File: src/rtl/apm_port_pkg.sv
package apm_port_pkg;
  localparam int unsigned APM_DW = 8;

  typedef enum logic {
    APM_SEL_CMD  = 1'b0,
    APM_SEL_STAT = 1'b1
  } apm_sel_e;

  typedef struct packed {
    logic smi;
    logic sci_set;
    logic sci_clr;
  } apm_evt_t;
endpackage

File: src/rtl/apm_byte_reg.sv
module apm_byte_reg #(
  parameter int unsigned       W      = 8,
  parameter logic [W-1:0]      RST_VAL = '0
) (
  input  logic         clk_i,
  input  logic         rst_ni,
  input  logic         we_i,
  input  logic [W-1:0] d_i,
  output logic [W-1:0] q_o
);
  always_ff @(posedge clk_i or negedge rst_ni) begin
    if (!rst_ni)   q_o <= RST_VAL;
    else if (we_i) q_o <= d_i;
  end
endmodule

File: src/rtl/apm_cmd_decode.sv
module apm_cmd_decode
  import apm_port_pkg::*;
#(
  parameter bit              EMUL_MODE = 1'b0,
  parameter int unsigned     W         = 8,
  parameter logic [W-1:0]    CODE_ON   = 8'hF1,
  parameter logic [W-1:0]    CODE_OFF  = 8'hF0
) (
  input  logic         clk_i,
  input  logic         rst_ni,
  input  logic         cmd_we_i,
  input  logic [W-1:0] cmd_d_i,
  output apm_evt_t     evt_o
);
  apm_evt_t evt_d;

  always_comb begin
    evt_d = '0;
    if (cmd_we_i) begin
      if (EMUL_MODE) begin
        // firmware stand-in: act on enable/disable codes directly
        evt_d.sci_set = (cmd_d_i == CODE_ON);
        evt_d.sci_clr = (cmd_d_i == CODE_OFF);
      end else begin
        evt_d.smi = 1'b1;
      end
    end
  end

  always_ff @(posedge clk_i or negedge rst_ni) begin
    if (!rst_ni) evt_o <= '0;
    else         evt_o <= evt_d;
  end
endmodule

File: src/rtl/apm_cmd_port.sv
module apm_cmd_port
  import apm_port_pkg::*;
#(
  parameter bit          EMUL_MODE = 1'b0,
  parameter int unsigned DW        = APM_DW,
  parameter logic [DW-1:0] CODE_ON  = 8'hF1,
  parameter logic [DW-1:0] CODE_OFF = 8'hF0
) (
  input  logic          clk_i,
  input  logic          rst_ni,
  input  logic          wr_i,
  input  logic          sel_i,
  input  logic [DW-1:0] wdata_i,
  output logic [DW-1:0] rdata_o,
  output logic          smi_req_o,
  output logic          sci_set_o,
  output logic          sci_clr_o
);
  logic          cmd_we, stat_we;
  logic [DW-1:0] cmd_q, stat_q;
  apm_evt_t      evt;

  assign cmd_we  = wr_i && (apm_sel_e'(sel_i) == APM_SEL_CMD);
  assign stat_we = wr_i && (apm_sel_e'(sel_i) == APM_SEL_STAT);

  apm_byte_reg #(.W(DW)) u_cmd_reg (
    .clk_i(clk_i), .rst_ni(rst_ni), .we_i(cmd_we), .d_i(wdata_i), .q_o(cmd_q)
  );

  apm_byte_reg #(.W(DW)) u_stat_reg (
    .clk_i(clk_i), .rst_ni(rst_ni), .we_i(stat_we), .d_i(wdata_i), .q_o(stat_q)
  );

  apm_cmd_decode #(
    .EMUL_MODE(EMUL_MODE), .W(DW), .CODE_ON(CODE_ON), .CODE_OFF(CODE_OFF)
  ) u_decode (
    .clk_i(clk_i), .rst_ni(rst_ni), .cmd_we_i(cmd_we), .cmd_d_i(wdata_i), .evt_o(evt)
  );

  assign rdata_o   = (apm_sel_e'(sel_i) == APM_SEL_STAT) ? stat_q : cmd_q;
  assign smi_req_o = evt.smi;
  assign sci_set_o = evt.sci_set;
  assign sci_clr_o = evt.sci_clr;
endmodule

File: config.mk
export PLATFORM = sky130hd
export DESIGN_NAME = apm_cmd_port
export DESIGN_NICKNAME = d
export VERILOG_FILES = /design/src/rtl/apm_port_pkg.sv /design/src/rtl/apm_byte_reg.sv /design/src/rtl/apm_cmd_decode.sv /design/src/rtl/apm_cmd_port.sv
export SDC_FILE = /design/constraint.sdc
export NUM_CORES = 1
export LEC_CHECK = 0
export ABC_AREA = 0
export BUFFER_PORTS_ARGS = -buffer_cell sky130_fd_sc_hd__buf_2
export CORE_AREA = 2 2 44 46
export CTS_CLUSTER_DIAMETER = 80
export DETAILED_ROUTE_END_ITERATION = 6
export DIE_AREA = 0 0 46 48
export PLACE_DENSITY = 0.72
export SYNTH_ARGS = -nofsm -noshare
export SYNTH_HDL_FRONTEND = slang
export SYNTH_SLANG_ARGS = --single-unit
File: constraint.sdc
create_clock -name clk_i -period 1.2 [get_ports clk_i]
set_clock_uncertainty 0.2 [all_clocks]
set_input_delay 0.24 -clock clk_i [delete_from_list [all_inputs] [get_ports clk_i]]
set_output_delay 0.24 -clock clk_i [all_outputs]
set_load 0.005 [all_outputs]
==> flow_summary.json <==
{
  "synth-adder-area-share_pct": 0,
  "clock_sinks": 17,
  "post_detailed_route_via_to_cell_ratio": 4.82,
  "cts_tree": "built",
  "seq_area_frac_synth_pct": 53.5,
  "drt_wl_total_mm": 1.38,
  "outcome": "complete, but fails checks",
  "die_h_um": 48,
  "cp.required_ns": 0.76,
  "critical_path_class": "reg -> out",
  "ys_ff_latch": 17,
  "placedCellCount": 84,
  "share_clk_of_total_power_pct": 22.2,
  "post_drt_wl_per_cell_um": 13.3,
  "synthMuxAreaShare_pct": 37.7,
  "grt_pass1_wl_mm": 2.08,
  "finish.net_count": 100,
  "post-layout-total-power_uw": 1360,
  "cts_max_level": 1,
  "violations": "setup timing",
  "layout_commonest_cell": "sky130_fd_sc_hd__buf_2",
  "grt_setup_unrepaired": "true",
  "final.min_clock_period_ns": 1.51,
  "chipWidth_um": 46,
  "max_cap_violations": 0,
  "xor_xnor_cell_area_share_of_the_yosys_netlist_pct": 0,
  "switching_share_pct": 24.0,
  "synth_top_family_by_area": "multiplexers",
  "setup_total_neg_slack_ns": -2.39,
  "firstDrtPassIters": 2,
  "clk_root_buffer_cell": "sky130_fd_sc_hd__clkbuf_4",
  "finalMaxSlewViolations": 0,
  "intPower_uw": 1030,
  "clk_latency_ns": 0.29,
  "achievable-frequency_mhz": 661,
  "drt_iter0_drc": 1,
  "worst_hold_class": "in -> reg",
  "drive_above_1_share_pct": 67.8,
  "final_cell_mix": "18 x sky130_fd_sc_hd__buf_2, 17 x sky130_fd_sc_hd__dfrtp_1, 15 x sky130_fd_sc_hd__mux2_2",
  "design.die.area_um2": 2210,
  "io_buffer_count": 20,
  "fin_crit_sh_pct": 126,
  "p_sw_uw": 326,
  "clockBufferDepth": 2,
  "finalWeightedCongestion": 0.658,
  "synth_to_layout_area_growth_pct": 35.2,
  "layout.core_utilization_pct": 63.7,
  "power.share.sequential_pct": 51.1,
  "num_io_pins": 23,
  "pin_count_of_the_biggest_net_entering_global_routing": 18,
  "antennaDiodeCount": 0,
  "hold_viol": 0,
  "p_leak_uw": 0.000529,
  "post_synth_inst_count": 48,
  "worst_setup_hold_path_clk_slew_ns": 0.10,
  "pwr_density_cell_nw_per_um2": 1260,
  "global_route.usage.total_pct": 14.0,
  "vdd_drop_max_v": 0.000944,
  "worstPathMaxFanout": 2,
  "ys_types": 9,
  "synth_compound_area_share_pct": 0,
  "worstSetupEndpointType": "output pin",
  "filler_cell_count": 134,
  "worstPathArrival_ns": 1.07,
  "synth_simple_gate_area_share_pct": 2.52,
  "syn_area_per_cell_um2": 16.6,
  "finish.cell_count_without_fillers": 104,
  "cts_made_buffers": 3,
  "starting_density_of_the_core_pct": 47.1,
  "grt_remaining_overflow": 0,
  "number_of_drc_violations_after_detailed_routing": 0,
  "final_worst_slack_ns": -0.312,
  "core_region_area_um2": 1690,
  "synth.yosys.warnings": 0,
  "route.antenna.remaining_nets": 0,
  "row_count": 15,
  "syn_area_um2": 796,
  "antenna_found_initial": 0,
  "via_count": 501,
  "kind_of_launch_point_of_the_worst_setup_path": "flip-flop",
  "setup_viol_count_final": 9,
  "comb_power_share_pct": 26.7,
  "first_global_vias": 507
}
==> worst max-delay path, stage by stage, from the launching register on <==
cell and delay, ns:
sky130_fd_sc_hd__dfrtp_1 0.40, sky130_fd_sc_hd__mux2_4 0.27, sky130_fd_sc_hd__buf_6 0.11
==> area by class of cell <==
cell class / instances / area (µm²) / share of cell area [%]
clock inverter: 1 / 5.00 / 0.465
clock buffer: 3 / 22.5 / 2.09
sequential: 17 / 425 / 39.5
tap: 17 / 21.3 / 1.98
multi-input combinational: 28 / 332 / 30.8
timing repair buffer: 38 / 270 / 25.1
==> kinds of logic (layout without fill, tap and decap cells) <==
family,count (synthesis),after routing
flip-flops,17,17
buffers and inverters,4,42
AND/OR/NAND/NOR,2,2
multiplexers,24,24
other,1,2
==> repair_timing <==
action,in CTS,in global routing
buffers inserted,2,5
hold buffers,9,0
endpoints found under the hold margin,33,0
gates resized for setup,0,3
setup endpoints to repair,9,9
==> through the flow <==
step | cell area, µm² | worst slack [ns] | hold slack, ns
2_1_floorplan | 808 | -0.0210 | -0.256
3_3_place_gp | 890 | -0.227 | -0.0188
3_5_place_dp | 890 | -0.232 | -0.0196
4_1_cts | 1020 | -0.322 | 0.157
5_1_grt | 1080 | -0.370 | 0.146
6_report | 1080 | -0.312 | 0.171
==> final timing paths <==
check | start | endpoint | cells past startpoint | slack, ns
setup / recovery | u_cmd_reg.q_o[7]$_DFFE_PN0P_ | rdata_o[7] | 2 | -0.31
hold / removal | wr_i | u_decode.evt_o[2]$_DFF_PN0_ | 3 | 0.17
setup reg to reg | u_cmd_reg.q_o[5]$_DFFE_PN0P_ | u_cmd_reg.q_o[5]$_DFFE_PN0P_ | 3 | 0.01
hold reg to reg | u_stat_reg.q_o[6]$_DFFE_PN0P_ | u_stat_reg.q_o[6]$_DFFE_PN0P_ | 1 | 0.31
max in group asynchronous | rst_ni | u_cmd_reg.q_o[1]$_DFFE_PN0P_ | 2 | 0.33
min in group asynchronous | rst_ni | u_cmd_reg.q_o[5]$_DFFE_PN0P_ | 2 | 0.20
==> power by group through the flow <==
stage	combinational [µW]	clock (µW)	sequential, µW
after floorplan	196	0	691
final	362	301	693
after detailed placement	272	0	704
after CTS	310	319	692
after global placement	267	0	701
after global routing	396	353	700
==> synth_stat cells, drive strengths merged <==
| library cell | number | area, µm² |
|---|---|---|
| mux2 | 24 | 300 |
| dfrtp | 17 | 425 |
| buf | 4 | 46.3 |
| conb | 1 | 3.75 |
| nand2 | 1 | 6.26 |
| nor2b | 1 | 13.8 |
==> flip-flops by register name, summed over array words and instances (netlist names) <==
register,count
u_stat_reg.q_o,8
u_cmd_reg.q_o,8
u_decode.evt_o,1
==> routing by layer <==
metal  track usage (%)  routed length (µm)
met1              15.2                 610
met2              24.7                 696
met3              5.66                  71
met4              5.14                   0
met5                 0                   0
Power figures use the tool's default switching activity.
